`src/rtl/therm_sb_pkg.sv`:
```
package therm_sb_pkg;

  typedef enum logic [1:0] {
    OVR_NONE  = 2'b00,
    OVR_TORCH = 2'b01,
    OVR_SHUT  = 2'b10
  } ovr_e;

  function automatic ovr_e act_to_ovr(input logic [1:0] act);
    case (act)
      2'b00:   act_to_ovr = OVR_SHUT;
      2'b01:   act_to_ovr = OVR_TORCH;
      default: act_to_ovr = OVR_NONE;
    endcase
  endfunction

  function automatic ovr_e ovr_max(input ovr_e a, input ovr_e b);
    if (a == OVR_SHUT || b == OVR_SHUT)        ovr_max = OVR_SHUT;
    else if (a == OVR_TORCH || b == OVR_TORCH) ovr_max = OVR_TORCH;
    else                                       ovr_max = OVR_NONE;
  endfunction

endpackage

```
`src/rtl/tsc_monitor.sv`:
```
module tsc_monitor #(
  parameter int CW = 4
) (
  input  logic [CW-1:0] reading_i,
  input  logic [CW-1:0] setpoint_i,
  input  logic          enable_i,
  output logic          hit_o
);
  // lower voltage means hotter: trip strictly below the setpoint
  always_comb hit_o = enable_i && (reading_i < setpoint_i);
endmodule

```
`src/rtl/tsc_resolve.sv`:
```
module tsc_resolve
  import therm_sb_pkg::*;
#(
  parameter int NMON = 2,
  parameter int NOUT = 4
) (
  input  logic [NMON-1:0]      hit_i,
  input  logic [NMON*2-1:0]    act_i,
  input  logic [NMON*NOUT-1:0] map_i,
  input  logic                 sb_hit_i,
  input  logic [1:0]           sb_act_i,
  output logic [NOUT*2-1:0]    ovr_next_o,
  output logic [NOUT-1:0]      involved_o
);
  for (genvar o = 0; o < NOUT; o++) begin : g_out
    ovr_e cmd;
    logic inv;
    always_comb begin
      cmd = OVR_NONE;
      inv = 1'b0;
      for (int m = 0; m < NMON; m++) begin
        if (hit_i[m] && map_i[m*NOUT+o]) begin
          cmd = ovr_max(cmd, act_to_ovr(act_i[m*2 +: 2]));
          inv = 1'b1;
        end
      end
      if (sb_hit_i) begin
        cmd = ovr_max(cmd, act_to_ovr(sb_act_i));
        inv = 1'b1;
      end
    end
    assign ovr_next_o[o*2 +: 2] = cmd;
    assign involved_o[o]        = inv;
  end
endmodule

```
`src/rtl/tsc_capture.sv`:
```
module tsc_capture #(
  parameter int IW = 8
) (
  input  logic          clk,
  input  logic          rst_n,
  input  logic          involved_i,
  input  logic [IW-1:0] drive_i,
  output logic [IW-1:0] held_o
);
  logic involved_q;
  always_ff @(posedge clk or negedge rst_n) begin
    if (!rst_n) begin
      involved_q <= 1'b0;
      held_o     <= '0;
    end else begin
      involved_q <= involved_i;
      if (involved_i && !involved_q) held_o <= drive_i;
    end
  end
endmodule

```
`src/rtl/therm_sb_ctrl.sv`:
```
module therm_sb_ctrl #(
  parameter int NMON = 2,
  parameter int NOUT = 4,
  parameter int CW   = 4,
  parameter int IW   = 8
) (
  input  logic                 clk,
  input  logic                 rst_n,
  input  logic [NMON*CW-1:0]   therm_code_i,
  input  logic [NMON*CW-1:0]   trip_code_i,
  input  logic [NMON*2-1:0]    mon_act_i,
  input  logic [NMON-1:0]      mon_en_i,
  input  logic [NMON*NOUT-1:0] mon_map_i,
  input  logic                 sb_event_i,
  input  logic [1:0]           sb_act_i,
  input  logic                 sb_en_i,
  input  logic [NOUT*IW-1:0]   drive_code_i,
  input  logic                 flag_rd_i,
  output logic [NOUT*2-1:0]    ovr_cmd_o,
  output logic [NOUT*IW-1:0]   held_code_o,
  output logic [NMON:0]        flag_o
);
  localparam int NFLAG = NMON + 1;

  logic [NMON-1:0]   hit;
  logic              sb_hit;
  logic [NOUT*2-1:0] ovr_next;
  logic [NOUT-1:0]   involved;

  for (genvar m = 0; m < NMON; m++) begin : g_mon
    tsc_monitor #(.CW(CW)) u_mon (
      .reading_i (therm_code_i[m*CW +: CW]),
      .setpoint_i(trip_code_i[m*CW +: CW]),
      .enable_i  (mon_en_i[m]),
      .hit_o     (hit[m])
    );
  end

  assign sb_hit = sb_en_i && sb_event_i;

  tsc_resolve #(.NMON(NMON), .NOUT(NOUT)) u_res (
    .hit_i     (hit),
    .act_i     (mon_act_i),
    .map_i     (mon_map_i),
    .sb_hit_i  (sb_hit),
    .sb_act_i  (sb_act_i),
    .ovr_next_o(ovr_next),
    .involved_o(involved)
  );

  for (genvar o = 0; o < NOUT; o++) begin : g_cap
    tsc_capture #(.IW(IW)) u_cap (
      .clk       (clk),
      .rst_n     (rst_n),
      .involved_i(involved[o]),
      .drive_i   (drive_code_i[o*IW +: IW]),
      .held_o    (held_code_o[o*IW +: IW])
    );
  end

  logic [NFLAG-1:0] flag_evt;
  assign flag_evt = {sb_hit, hit};

  always_ff @(posedge clk or negedge rst_n) begin
    if (!rst_n) begin
      ovr_cmd_o <= '0;
      flag_o    <= '0;
    end else begin
      ovr_cmd_o <= ovr_next;
      flag_o    <= (flag_rd_i ? '0 : flag_o) | flag_evt;
    end
  end
endmodule

```
`config.mk`:
```
export PLATFORM = sky130hd
export DESIGN_NAME = therm_sb_ctrl
export DESIGN_NICKNAME = d
export VERILOG_FILES = /design/src/rtl/therm_sb_pkg.sv /design/src/rtl/tsc_monitor.sv /design/src/rtl/tsc_resolve.sv /design/src/rtl/tsc_capture.sv /design/src/rtl/therm_sb_ctrl.sv
export SDC_FILE = /design/constraint.sdc
export NUM_CORES = 1
export LEC_CHECK = 0
export BUFFER_PORTS_ARGS = -buffer_cell sky130_fd_sc_hd__buf_4
export CORE_UTILIZATION = 40
export CTS_CLUSTER_DIAMETER = 40
export CTS_CLUSTER_SIZE = 24
export DETAILED_ROUTE_END_ITERATION = 12
export PLACE_DENSITY = 0.72
export SLEW_MARGIN = 10
export SYNTH_ARGS = -nofsm -noshare
export SYNTH_HDL_FRONTEND = slang
export SYNTH_SLANG_ARGS = --single-unit
```
`constraint.sdc`:
```
create_clock -name clk -period 1.55 [get_ports clk]
set_input_delay 0.155 -clock clk [delete_from_list [all_inputs] [get_ports clk]]
set_output_delay 0.155 -clock clk [all_outputs]
set_load 0.05 [all_outputs]
```
# Yosys cells after proc, flatten, opt, wreduce, memory -nomap -nowiden
# Index checks and enable logic that the tools add are counted.
dict set report word_totals {
  register_bits 47
  elab_cells 149
}
dict set report classes {
  n_bitwise 1
  n_reduce_logical 38
  n_mux 61
  eq_ne 37
  order_cmp 2
}
# operator n
set ops {}
lappend ops {{2-bit 2-to-1 mux} 33}
lappend ops {{2-bit by 1-bit == test with 1-bit output, second input constant} 20}
lappend ops {{2-bit == test, second input constant} 17}
lappend ops {{1-bit 2-to-1 mux} 24}
lappend ops {{1-bit logical OR} 16}
lappend ops {{1-bit logical AND} 15}
lappend ops {{2-bit one-hot mux with 2 select lines} 3}
lappend ops {{4-bit < comparator} 2}
lappend ops {{2-bit logical NOT} 3}
lappend ops {{1-bit logical NOT} 4}
lappend ops {{3-bit 2-to-1 mux} 1}
lappend ops {{3-bit OR} 1}

# Depth between registers and ports, before layout
# Gate-level depths: netlist (run 1).
dict set report depth {
  depth_word 18
  mapped_depth 9
  ltp_nobuf 8
}

# Hierarchy
# From an unflattened synthesis (run 1), not the netlist that was laid out.
dict set report unflattened {
  cells_unflattened 147
  area_unflattened_um2 2205.9
}
# mod instances cells_per_inst area_per_inst_um2 seq_area_each_um2
set by_module_without_submodules {}
lappend by_module_without_submodules {tsc_capture 4 19 370.4 225.2}
lappend by_module_without_submodules {therm_sb_ctrl 1 16 310.3 275.3}
lappend by_module_without_submodules {tsc_resolve 1 29 239.0 0.0}
lappend by_module_without_submodules {tsc_monitor 2 13 87.6 0.0}

# Worst setup path after synthesis (run 1)
# No wires, ideal clock.
dict set report synth_timing {
  kind {input port to flip-flop}
  start {input trip_code_i[1]}
  end {register g_cap[3].u_cap.held_o[0]}
  path_stages 7
  arrival_ns 1.890
  slack_ns -0.465
  setup_ns 0.125
  n_path_buf 0
  path_cell_list {inv_1 ha_1 or3b_4 a211oi_4 nand2_1 a31oi_4 mux2_2}
}
dict set report synth_via {
  elab_chain_len 7
}
# item line
set synth_lines {}
lappend synth_lines {{start: declaration} therm_sb_ctrl.sv:10} ;# input logic [NMON*CW-1:0] trip_code_i,
lappend synth_lines {{4-bit < comparator} tsc_monitor.sv:10} ;# always_comb hit_o = enable_i && (reading_i < setpoint_i);
lappend synth_lines {{1-bit logical AND} tsc_monitor.sv:10}
lappend synth_lines {{1-bit logical AND} tsc_resolve.sv:22} ;# if (hit_i[m] && map_i[m*NOUT+o]) begin
lappend synth_lines {{1-bit 2-to-1 mux (2 in series)} tsc_resolve.sv:22}
lappend synth_lines {{1-bit 2-to-1 mux} tsc_resolve.sv:27} ;# if (sb_hit_i) begin
lappend synth_lines {{1-bit logical AND} tsc_capture.sv:17} ;# if (involved_i && !involved_q) held_o <= drive_i;
lappend synth_lines {{end signal: assignment} tsc_capture.sv:17}
lappend synth_lines {{end: declaration} tsc_capture.sv:8} ;# output logic [IW-1:0] held_o
# No other way between the ends.
# A chain may end at the register's enable or synchronous reset.

# Worst setup path after layout (run 1)
dict set report layout_timing {
  start {input trip_code_i[1]}
  end {register g_cap[3].u_cap.held_o[3]}
}
# Same word-level chain as after synthesis.

==> results of run 1 <==
## worst reg2reg max path, cell delays in order, from the launching register on
cell     delay [ns]
dfrtp_1        0.40
a31oi_4        0.17
buf_12         0.15
mux2_4         0.30
## layout make-up
| cell class | count | area [um2] | area share [%] |
|---|---|---|---|
| timing repair buffer | 136 | 1100 | 29.6 |
| clock inverter | 1 | 5.00 | 0.135 |
| multi-input combinational | 106 | 1210 | 32.7 |
| inverter | 8 | 52.6 | 1.42 |
| tap | 70 | 87.6 | 2.36 |
| clock buffer | 7 | 76.3 | 2.06 |
| sequential | 47 | 1180 | 31.7 |
## logic make-up (layout without fill, tap and decap cells)
logic type | Yosys count | after routing
compound gates | 22 | 22
fa+ha+maj | 6 | 6
buf+inv | 13 | 152
flops | 47 | 47
mux | 32 | 32
simple gates | 46 | 46
## what timing repair did
action	CTS	global route
hold endpoints to repair	47	0
setup endpoints to repair	37	40
resized for setup	68	9
pin swaps	16	9
setup buffers	6	4
hold buffers	1	0
## through the flow
| step | worst slack (ns) | hold slack, ns | std cells | utilization, % |
|---|---|---|---|---|
| 6_report | -0.267 | 0.0905 | 375 | 72.1 |
| 5_1_grt | -0.297 | 0.0818 | 375 | 72.1 |
| 4_1_cts | -0.289 | 0.0826 | 372 | 70.7 |
| 3_5_place_dp | -0.686 | 0.195 | 357 | 62.8 |
| 3_3_place_gp | -0.643 | 0.189 | 357 | 62.8 |
| 2_1_floorplan | -0.435 | -0.141 | 166 | - |
## layer usage
| layer | up-vias | share of wire [%] | routed length [um] | GRT usage (%) |
|---|---|---|---|---|
| li1 | 870 | - | - | - |
| met1 | 904 | 39 | 2280 | 24.4 |
| met2 | 90 | 54 | 3120 | 36.6 |
| met3 | 8 | 5.9 | 343 | 4.76 |
| met4 | 0 | 1.3 | 74 | 5.76 |
| met5 | - | 0 | 0 | 0 |
## Yosys cell counts
| master | instances | area (um2) |
|---|---|---|
| dfrtp_1 | 47 | 1180 |
| mux2_2 | 32 | 360 |
| nand3_1 | 12 | 60.1 |
| nand2_1 | 10 | 37.5 |
| inv_1 | 8 | 30.0 |
| ha_1 | 6 | 75.1 |
| nor2b_1 | 4 | 25.0 |
| o21ai_0 | 4 | 20.0 |
| and3_1 | 3 | 18.8 |
| buf_4 | 3 | 22.5 |
| nand4_1 | 3 | 18.8 |
| nor2_1 | 3 | 11.3 |
| o2111ai_1 | 3 | 26.3 |
| o31a_1 | 3 | 26.3 |
| a21o_1 | 2 | 15.0 |
| and2_1 | 2 | 12.5 |
| nand2b_1 | 2 | 12.5 |
| a2111oi_4 | 1 | 27.5 |
| a211oi_4 | 1 | 20.0 |
| a21o_2 | 1 | 8.76 |
| a21oi_2 | 1 | 8.76 |
| a22oi_1 | 1 | 7.51 |
| a31oi_4 | 1 | 21.3 |
| and3b_1 | 1 | 8.76 |
| buf_6 | 1 | 11.3 |
| clkbuf_1 | 1 | 3.75 |
| nand2_4 | 1 | 11.3 |
| nand3b_1 | 1 | 7.51 |
| nor3_1 | 1 | 5.00 |
| o211a_1 | 1 | 10.0 |
| o21a_1 | 1 | 7.51 |
| o21bai_1 | 1 | 7.51 |
| o31ai_1 | 1 | 7.51 |
| or2_1 | 1 | 6.26 |
| or3b_4 | 1 | 11.3 |
| or4b_1 | 1 | 10.0 |
## how the worst max path moves through the flow
| stage | cells past startpoint | end | slack, ns |
|---|---|---|---|
| 6_report | 10 | g_cap[3].u_cap.held_o[3] | -0.27 |
| 5_1_grt | 12 | ovr_cmd_o[0] | -0.30 |
| 4_1_cts | 10 | g_cap[2].u_cap.held_o[7] | -0.29 |
| 3_5_place_dp | 9 | g_cap[3].u_cap.held_o[6] | -0.69 |
| 3_3_place_gp | 10 | g_cap[2].u_cap.held_o[7] | -0.64 |
| 2_1_floorplan | 9 | g_cap[3].u_cap.held_o[0] | -0.43 |
## registers in the layout (all words and copies together), names as in the netlist
| signal | flops |
|---|---|
| g_cap.u_cap.involved_q | 4 |
| flag_o | 3 |
| g_cap.u_cap.held_o | 32 |
| ovr_cmd_o | 8 |
## power by group
part	switching (uW)	internal [uW]
registers	160	1510
clock network	376	317
logic	1420	998
total	1950	2820
==> results.md, run 1 <==
- The run finished, with violations left.
- The final reports fail on setup timing.
- The final routed wire length divided by cell count is 15.5 um.
- Summing the sequential cell areas from Yosys gives between 50% and 60% of the chip area.
- The static leakage power is around 0.0019 uW.
- The via density per instance is around 5.
- Leaving out fill and tap cells, the most frequent cells in the layout are 122 x buf_4, 47 x dfrtp_1, 32 x mux2_4.
- The cell class contributing the biggest share of worst-path delay is compound AO/OA/AOI/OAI gates.
- The first-pass GRT wire length is 8.56 mm.
- The average size of a mapped cell is 12.9 um2.
- Cells with a size suffix above 1 make up just under 70% of the layout.
- TritonCTS built the clock tree.
- The area growth from synthesis to layout is 72.4%.
- The power per cell area is around 1300 mW/mm2.
- The critical-path cell with the highest stage delay is or3b_4.
- The routability congestion estimate from global placement is about 0.78.
- At the later pin of the worst-skew pair, clock insertion delay measures between 0.2 and 0.3 ns.
- The worst setup path is of the in -> reg kind.
- Clock tree synthesis inserted a total of 5 buffers.
- The final layout contains 379 nets.
- The slew at the pin closest to its max-slew limit is 0.572 ns.
- Setup repair after global routing could not meet its margin everywhere.
- Measured against the total synthesized area, the mux share comes to approximately 17%.
- Data on the critical path arrives at its endpoint at 1.99 ns.
- The die is approximately 75 um tall.
- The initial cell density of the core is 41.8%.
- The initial antenna violation count is 0.
- Power comes to between 4000 and 5000 uW.
- The critical path goes through buf_8 > inv_8 > ha_4 > or3b_4 > a211oi_4 > buf_6 > nand2_4 > a31oi_4 > buf_12 > mux2_4.
- No sink is reached through more buffers than the 2 on the longest clock path.
- The number of iterations in the first detailed-routing pass is 4.
- Leaving out fill and tap cells, the most frequent cell in the layout is buf_4.
- The tree is rooted in a clkbuf_8.
- The count of cell types in the netlist is 36.
- For the worst setup path, the data required time is roughly 1.7 ns.
- The worst setup path is launched from an input pin.
- The endpoint of the worst register-to-register path is g_cap[3].u_cap.held_o[3].
- After clock tree synthesis, the clock-pin slew on the worst setup and hold paths is about 0.08 ns.
- The post-DP HPWL is roughly 3.8 mm.
- After global routing the overflow that remains totals 0.
- After layout, the worst path uses 117% of the clock period.
- Setup total negative slack on the finished layout was measured at -8.56 ns.
- The fraction of the mapped netlist area in simple logic gates is approximately an eighth.
- Synthesis inferred 47 register bits.
- The number of global-route vias before repair is between 1.5k and 2k.
- Setup violations remaining at the end of the flow were counted as 40.
- The maximum net fanout on the critical path is 8.
- The fmax is between 500 and 600 MHz.
- The global router's overall resource usage is just over 20%.
- The compound-cell area share of the yosys netlist is 9.95%.
- The number of fillers in the final layout is 383.
- The worst-case vdd ir drop is roughly 0.00056 V.
- Yosys printed 0 warnings.
- The worst setup path is captured at a flop.
- The launch point of the worst hold path is drive_code_i[1].
- The worst pin sits at a relative slew slack of about 60%.
- The largest net degree at the start of global routing is 48.
- The antenna diode count is 0.
- Summing the areas of all xor and xnor instances in the mapped netlist gives 0% of the synthesized area.
- The number of rows in the core area is 26.
- Summing over every cut layer, the via total after detailed routing is around 1.9k.
- Between clock sinks in the finished design, the worst skew comes to roughly 0.0015 ns.
- The setup slack of the most critical reg-to-reg path is roughly 0.41 ns.
- The number of I/O pins is ~110.
- The launch point of the worst path is trip_code_i[1].
- Summing all placed instances gives a cell area of approximately 0.0032 mm2.
- Counting cells, the worst reg-to-reg path comes to 3.
- The biggest cell delay along the critical path is 0.39 ns.
- The worst hold path passes through 2 cells.
- The number of slew-limit violations in the final report is 0.
- The die covers ~0.0057 mm2.
- After routing the design area is roughly 0.0037 mm2.
- The cell count after synthesis is 166.
- After synthesis, the largest family of logic cells by area is multiplexers.
- The area of the mapped netlist is between 0.002 and 0.0025 mm2.
- Max-cap violations in this run came to 0.
- For this block, the routed nets add up to around 5.8 mm of wire.
- For this run, design rule violations remaining after detail routing come to 0.
- The H-tree generated during clock tree synthesis spans 2 levels.
- The count of buffers inserted at the top-level ports is about 110.
- In this run the remaining antenna-violating nets after routing total 0.
- The post-synthesis net count is between 200 and 250.
- The standard cell core area is between 0.005 and 0.006 mm2.
- The launch point of the worst reg-to-reg path is g_cap[3].u_cap.involved_q.
- The critical path contains buffers and inverters numbering 4 combined.
- After Yosys synthesis, full adders, half adders and majority gates account for around 3.5% of the synthesized area.
- The tightest min-delay check is of the in -> reg type.
- The die outline width is about 75 um.
- The time the worst path needs with I/O delays and setup is roughly 1.8 ns.
- Across all setup checks in the final design, the least slack found is -0.267 ns.
- The endpoint of the worst hold-timing path is g_cap[0].u_cap.held_o[1].
- The number of DRC violations after detailed-routing iteration 0 is slightly above 70.
- The final-report hold violation count is 0.
- The number of clock sinks seen by CTS is 47.
No activity file was read; power rests on OpenSTA's default activity.
==> run 2: changes to the inputs <==
- CORE_ASPECT_RATIO: default -> 1.1
- GPL_TIMING_DRIVEN: default -> 1
- SYNTH_HIERARCHICAL: default -> 1
==> run 2 against run 1 <==
Against the previous run:
- clock skew barely moved
- the flow finishes with violations (DRC, setup timing)
- critical path depth fell by 1
- clock power rose by 12%
- critical path type unchanged
- wire length down 18%
- largest power group unchanged
==> results.md, run 2 <==
- The placed standard-cell area is around 0.0032 mm2.
- Once routing completed, OpenROAD measured the worst setup slack at -0.136 ns.
- The detailed router placed approximately 1.6k vias in this run.
- The post-synthesis net count is approximately 220.
- The combined area of the multi-input logic cells is 976 um2.
- In this run the cell area of the synthesized design comes to about 0.0022 mm2.
- The DRC violations left is 1.
- Yosys printed 6 warnings.
- The flip-flop count of the largest register, all copies and words added is 32.
- The time the worst path needs with I/O delays and setup is ~1.7 ns.
- The count of nets left with antenna violations once routing finished came out at 0.
- The final layout contains 345 nets.
- The final cell area excluding filler cells is 0.00341 mm2.
- The run finished, with violations left.
- The share of flip-flops with an asynchronous set or reset after synthesis is 100%.
- The worst-case vdd ir drop is about 0.00059 V.
- The launch point of the worst reg-to-reg path is g_cap[3].u_cap/involved_q.
- In the routed layout, each cell is associated on average with a via count of roughly 4.7.
- The total number of H-tree levels is 2.
- The largest registers in the layout are g_cap.u_cap/held_o (32), ovr_cmd_o (8), g_cap.u_cap/involved_q (4).
- The clock net in this run drives a total of 47 sinks.
- The library cells used most frequently in the layout, excluding fill and tap cells, are 116 x buf_4, 47 x dfrtp_1, 32 x mux2_4.
- The element type at the critical path end is a flop.
- dfrtp_1 is the most common cell in the netlist.
- Timing would allow up to approximately 590 MHz.
- The leftover overflow at the end of global routing is 0.
- After detailed routing, the average wire length per cell comes to between 10 and 15 um.
- The standard cell core area is around 0.0054 mm2.
- The share of cells above drive strength 1 is around 68%.
- The number of global-route vias before repair is 1,686.
- The final-report hold violation count is 0.
- Setup repair after global routing could not meet its margin everywhere.
- The initial cell density of the core is about 41%.
- Setup slack on the worst reg-to-reg path comes out at around 0.46 ns.
- The worst setup path is of the in -> reg kind.
- The number of slew-limit violations in the final report came to 0.
- Counting flops per register, the top entry is g_cap.u_cap/held_o.
- The fraction of synthesized cell area taken by the top area cell type is 53.3%.
- The sequential area share after synthesis is between 50% and 60%.
- The routability congestion estimate from global placement is 0.806.
- 0 antenna diodes ended up in the layout.
- Across the run, the number of max-cap violations was 0.
- Summed over all cells, the static leakage comes to 0.00174 uW.
- The post-DP HPWL is 3.69 mm.
- Across the routed clock network, the largest skew measured is 0.00142 ns.
- The die outline width is between 70 and 80 um.
- Yosys attributes the largest share of cell area to dfrtp_1 53%, mux2_4 22%, ha_1 3.4%, a221o_1 2.7%, nor2b_4 2.5%.
- The cell taking the most area after synthesis is dfrtp_1.
- The largest net degree at the start of global routing is 48.
- The synthesized design contains 0 enable-type register cells.
- The final worst-path cycle share is 109%.
- Counting the fill cells in the layout gives around 460.
- The commonest cells after synthesis are 47 x dfrtp_1, 32 x mux2_4, 9 x inv_1.
- The most common library cell in the layout ignoring fill and taps is buf_4.
- For the final routed database, the setup TNS stands at -3.58 ns.
- The maximum net fanout on the critical path is 8.
- The headroom to the max-slew limit is between 60% and 70%.
- The cell count after synthesis is between 100 and 150.
- The checks that failed: DRC, setup timing.
- In this run the worst hold path is classified as in -> reg.
- The combined flip-flop and latch cell area is approximately 0.0012 mm2.
- The endpoint of the worst hold-timing path is g_cap[0].u_cap/held_o[0].
- The final setup violation count is 36.
- The number of DRC violations after detailed-routing iteration 0 is 89.
- The worst hold path stage count is 2.
- At the pin with the least slew margin, the transition time is approximately 0.57 ns.
- After clock tree synthesis, the clock-pin slew on the worst setup and hold paths is roughly 0.08 ns.
- Measured in cells, the most critical reg-to-reg path has a length of 3.
- The worst-case clock buffer depth is 2.
- The number of rows in the core area is 28.
- The power per cell area is 1440 mW/mm2.
- The number of iterations in the first detailed-routing pass is 8.
- The netlist uses 24 different library cells.
- Data arrives at the worst endpoint at between 1.5 and 2 ns.
- The die is around 80 um tall.
- The kind of start point of the critical path is an input pin.
- The area growth from synthesis to layout is 54.5%.
- The die area is approximately 0.0058 mm2.
- The initial antenna violation count was 0.
- In the synthesized netlist the dominant register cell turns out to be dfrtp_1.
- Data on the critical path is required at its endpoint by 1.72 ns.
- The final layout contains routed wiring with a total length of roughly 4.8 mm.
- TritonCTS built the clock tree.
- The later pin in the worst-skew pair is clocked with a latency of roughly 0.29 ns.
- The number of synthesized register bits is 47.
- Port buffering added around 110 buffers.
- The number of I/O pins is 112.
- The launch point of the worst hold path is drive_code_i[0].
- The first global-routing pass estimated 7.39 mm of wire.
- The average size of a mapped cell is between 15 and 20 um2.
- The tree is rooted in a clkbuf_8.
- The global router's overall resource usage is between 10% and 20%.
- Clock tree synthesis inserted a total of 5 buffers.
- The worst register-to-register path ends at g_cap[3].u_cap/held_o[2].
run 2: what timing repair did:
action | in CTS | in global routing
buffers inserted | 3 | 2
hold buffers | 1 | 0
endpoints found under the hold margin | 47 | 0
resized for setup | 4 | 10
cloned | 0 | 0
endpoints found under the setup margin | 35 | 40
pin swaps | 5 | 6
run 2: worst max path at each step:
| stage | startpoint | slack [ns] | endpoint | cells past startpoint |
|---|---|---|---|---|
| after floorplan | trip_code_i[2] | -0.30 | g_cap[0].u_cap/held_o[0] | 10 |
| after global placement | trip_code_i[2] | -0.47 | g_cap[2].u_cap/held_o[0] | 10 |
| after detailed placement | trip_code_i[2] | -0.50 | g_cap[1].u_cap/held_o[4] | 10 |
| after CTS | trip_code_i[6] | -0.15 | g_cap[1].u_cap/held_o[4] | 10 |
| after global routing | trip_code_i[2] | -0.18 | g_cap[1].u_cap/held_o[4] | 10 |
| final | therm_code_i[6] | -0.14 | g_cap[1].u_cap/held_o[4] | 9 |
run 2: power breakdown:
part	internal (uW)	switching, uW
clock network	407	365
logic	1010	1440
registers	1520	170
total	2950	1970
run 2: cell families (layout without fill, tap and decap cells):
| kind of cell | count (synthesis) | in the layout | share of synthesized area [%] |
|---|---|---|---|
| AO/OA/AOI/OAI | 25 | 25 | 8.45 |
| AND/OR/NAND/NOR | 20 | 20 | 8.11 |
| adder cells (fa/ha/maj) | 6 | 6 | 3.40 |
| flip-flops | 47 | 47 | 53.3 |
| buffers and inverters | 17 | 141 | 4.93 |
| multiplexers | 32 | 32 | 21.8 |
run 2: per-layer routing:
metal / track usage [%] / wire length [um] / share of wire [%] / vias up
met3: 3.03 / 254 / 5.3 / 5
met5: 0 / 0 / 0 / -
met2: 29.3 / 2530 / 53 / 70
li1: - / - / - / 764
met1: 20.4 / 1960 / 41 / 798
met4: 4.12 / 48 / 1.0 / 0
run 2: cell type report:
class,count,share of cell area (%)
clock buffer,8,2.94
sequential,47,34.5
tap,75,2.75
timing repair buffer,124,29.4
inverter,9,1.73
multi-input combinational,83,28.6
run 2: through the flow:
step / cells / setup slack, ns / power [uW] / hold slack (ns) / util (%)
floorplan: 147 / -0.304 / 3350 / -0.141 / -
global placement: 333 / -0.470 / 4100 / 0.193 / 60.0
detailed placement: 333 / -0.503 / 4140 / 0.197 / 60.0
CTS: 345 / -0.149 / 4950 / 0.0802 / 62.8
global route: 346 / -0.183 / 5140 / 0.0781 / 63.6
finish: 346 / -0.136 / 4920 / 0.0900 / 63.6
run 2: worst max-delay path, cell delays in order:
cell and delay [ns]:
buf_4 0.12, ha_4 0.24, or2_1 0.08, a21oi_1 0.06, a21o_2 0.25, a221o_1 0.37, nor2b_4 0.15, buf_12 0.14
mux2_4 0.30
==> run 3: changes to the inputs <==
- clock period: 1.55 -> 2 ns (I/O delays scaled with it)
==> run 3 against run 2 <==
Against the previous run:
- the flow now finishes without violations
- via count fell by 3.1%
- clock skew grew 0.0064 ns
- core utilization fell by 3.0 points
- register-to-register slack gained 0.45 ns
- power fell by 25%
- worst hold slack improved by 0.048 ns
- design area shrank 4.8%
- sequential power is 22% lower
- non-clock buffer count is 6 lower
- wire length fell by 4.1%
- highest routed layer unchanged
==> results.md, run 3 (same netlist as run 2, synthesis figures left out) <==
- The flow ran to the end, and the final reports show no timing, DRC or antenna violations.
- Of the total power, registers draw between 30% and 40%.
- Routability-driven placement finished with a final weighted congestion of between 0.8 and 0.9.
- The CTS tree is done.
- The final worst hold slack is about 0.14 ns.
- Global routing consumed, over all layers together, 16.5% of the routing resources.
- STA classifies the critical path startpoint as an input pin.
- The headroom to the max-slew limit is 61.3%.
- The setup slack of the most critical reg-to-reg path is around 0.9 ns.
- The number of global-route vias before repair is about 1.6k.
- Buffers placed on the I/O ports in this run total 111.
- The library cell used most frequently in the layout, excluding fill and tap cells, is buf_4.
- The worst-case vdd ir drop is 0.000429 V.
- The final layout contains 339 nets.
- The worst-case clock buffer depth is 2.
- The initial antenna violation count is 0.
- More flip-flops sit in one register than any other, and that register is g_cap.u_cap/held_o.
- By startpoint and endpoint, the worst setup path is classified as in -> reg.
- The standard cell core area is about 0.0054 mm2.
- After the first detailed-routing iteration, the DRC count stood at 42.
- In the layout the commonest cells are 113 x buf_4, 47 x dfrtp_1, 32 x mux2_4.
- The antenna diode count is 0.
- Setup repair after global routing left no endpoint under its margin.
- The tree is rooted in a clkbuf_8.
- The static leakage power is approximately 0.0017 uW.
- The number of slew-limit violations in the final report was 0.
- The switching share of total power is 40.8%.
- Across all layers, the routed design uses between 1.5k and 2k vias.
- Setup violations remaining at the end of the flow were counted as 0.
- The final-report hold violation count is 0.
- Of the available clock period, the critical path in the final layout requires between 90% and 100%.
- Counting every sink on the clock net gives 47.
- The via density per instance is approximately 4.7.
- The number of iterations in the first detailed-routing pass is 4.
- The number of rows in the core area is 28.
- The register with the most flip-flops in the layout has 32 of them.
- The post-route netlist has ~62% of its cells at a drive strength greater than 1.
- The path class of the tightest hold or removal check is in -> reg.
- In this run the number of H-tree levels came out at 2.
- Entering global routing, the biggest net connects 48 pins.
- Data on the critical path arrives at its endpoint at 2.01 ns.
- The required time of the critical path is around 2.2 ns.
- Dividing the detail-routed wire length by the instance count gives 13.5 um.
- The worst setup slack before clock tree synthesis is -0.117 ns.
- The number of fillers in the final layout is approximately 450.
- Once detail routing completed, the nets flagged for antenna violations numbered 0.
- The final critical-path setup slack is 0.165 ns.
- The fmax is between 500 and 600 MHz.
- The later pin in the worst-skew pair is clocked with a latency of just under 0.3 ns.
- The clock transition at the registers of the reported paths is roughly 0.080 ns.
- The first global-routing pass estimated 7.19 mm of wire.
- The CTS buffer count is 5.
- In this run the worst path has a maximum fanout of 8.
- Max-cap violations in this run came to 0.
- The initial cell density of the core is 41.2%.
- The power spent charging and discharging nets is 1500 uW.
- After clock tree synthesis, the setup repair step added 0 buffers.
- In this run the vertical extent of the chip is around 80 um.
- The die area is 0.00582 mm2.
- The clock period could shrink to roughly 1.8 ns.
- The aggregate routed wire length is 4.60 mm.
- The portion of total power attributed to the clock network is 14.2%.
- The die outline width is around 73 um.
- The number of I/O pins is 112.
- Gates resized during post-CTS repair numbered 0.
- Summing all multi-input logic gate instances after layout gives roughly 920 um2.
- For the pin with the worst max-slew slack, the measured transition is between 0.5 and 0.6 ns.
- Buffers inserted to repair hold after CTS numbered 1.
- The power per cell area is between 1000 and 1500 mW/mm2.
- The combined flip-flop and latch cell area is 0.00118 mm2.
- After global routing the overflow that remains totals 0.
- The post-DP HPWL is 3.56 mm.
- The design internal power is roughly 2200 uW.
- The largest clock skew in the final design is 0.00781 ns.
- The largest registers in the layout are g_cap.u_cap/held_o (32), ovr_cmd_o (8), g_cap.u_cap/involved_q (4).
- The share of power burned in combinational logic is between 50% and 60%.
- The worst setup path is captured at a flop.
- For this run, design rule violations remaining after detail routing come to 0.
- The area growth from synthesis to layout is 47.1%.
-- run 3: stage by stage --
stage          instances  cell area [um2]  TNS [ns]  utilization (%)  total power [uW]
2_1_floorplan        147             2210         0                -              2590
3_3_place_gp         331             3150     -3.09             58.8              3160
3_5_place_dp         331             3150     -3.09             58.8              3180
4_1_cts              340             3240         0             60.5              3730
5_1_grt              340             3240         0             60.5              3860
6_report             340             3240         0             60.5              3690
-- run 3: path summary, 6_finish.rpt --
check | from | to | depth (start not counted)
worst max-delay path | therm_code_i[2] | g_cap[1].u_cap/held_o[7] | 9
worst max register to register | g_cap[0].u_cap/involved_q | g_cap[0].u_cap/held_o[6] | 3
min in group asynchronous | rst_n | g_cap[3].u_cap/held_o[2] | 2
worst min register to register | flag_o[2] | flag_o[2] | 1
max in group asynchronous | rst_n | g_cap[3].u_cap/held_o[1] | 2
worst min-delay path | drive_code_i[4] | g_cap[0].u_cap/held_o[4] | 2
-- run 3: layout make-up --
type	count	share of cell area [%]
Clock buffer	7	2.35
Clock inverter	1	0.154
Inverter	9	1.04
Multi-Input combinational cell	83	28.4
Sequential cell	47	36.3
Tap cell	75	2.89
Timing Repair Buffer	118	28.9
-- run 3: critical path: stages --
cell,delay [ns]
buf_4,0.11
ha_1,0.28
or2_1,0.22
a21oi_1,0.14
a21o_1,0.21
a221o_1,0.23
nor2b_4,0.17
buf_12,0.14
mux2_4,0.30
-- run 3: routing by layer --
metal  global-route usage [%]  up-vias  part of all wire [%]
met3                     4.29        4                   7.0
met4                     6.86        0                   1.4
li1                         -      749                     -
met5                        0        -                     0
met1                     20.2      755                    42
met2                     27.3       79                    50
-- run 3: power groups by stage --
| stage | sequential, uW | clock (uW) | combinational (uW) |
|---|---|---|---|
| 5_1_grt | 1340 | 593 | 1930 |
| 2_1_floorplan | 2100 | 0 | 484 |
| 3_5_place_dp | 1330 | 0 | 1860 |
| 4_1_cts | 1310 | 554 | 1860 |
| 6_report | 1310 | 523 | 1850 |
| 3_3_place_gp | 1330 | 0 | 1840 |
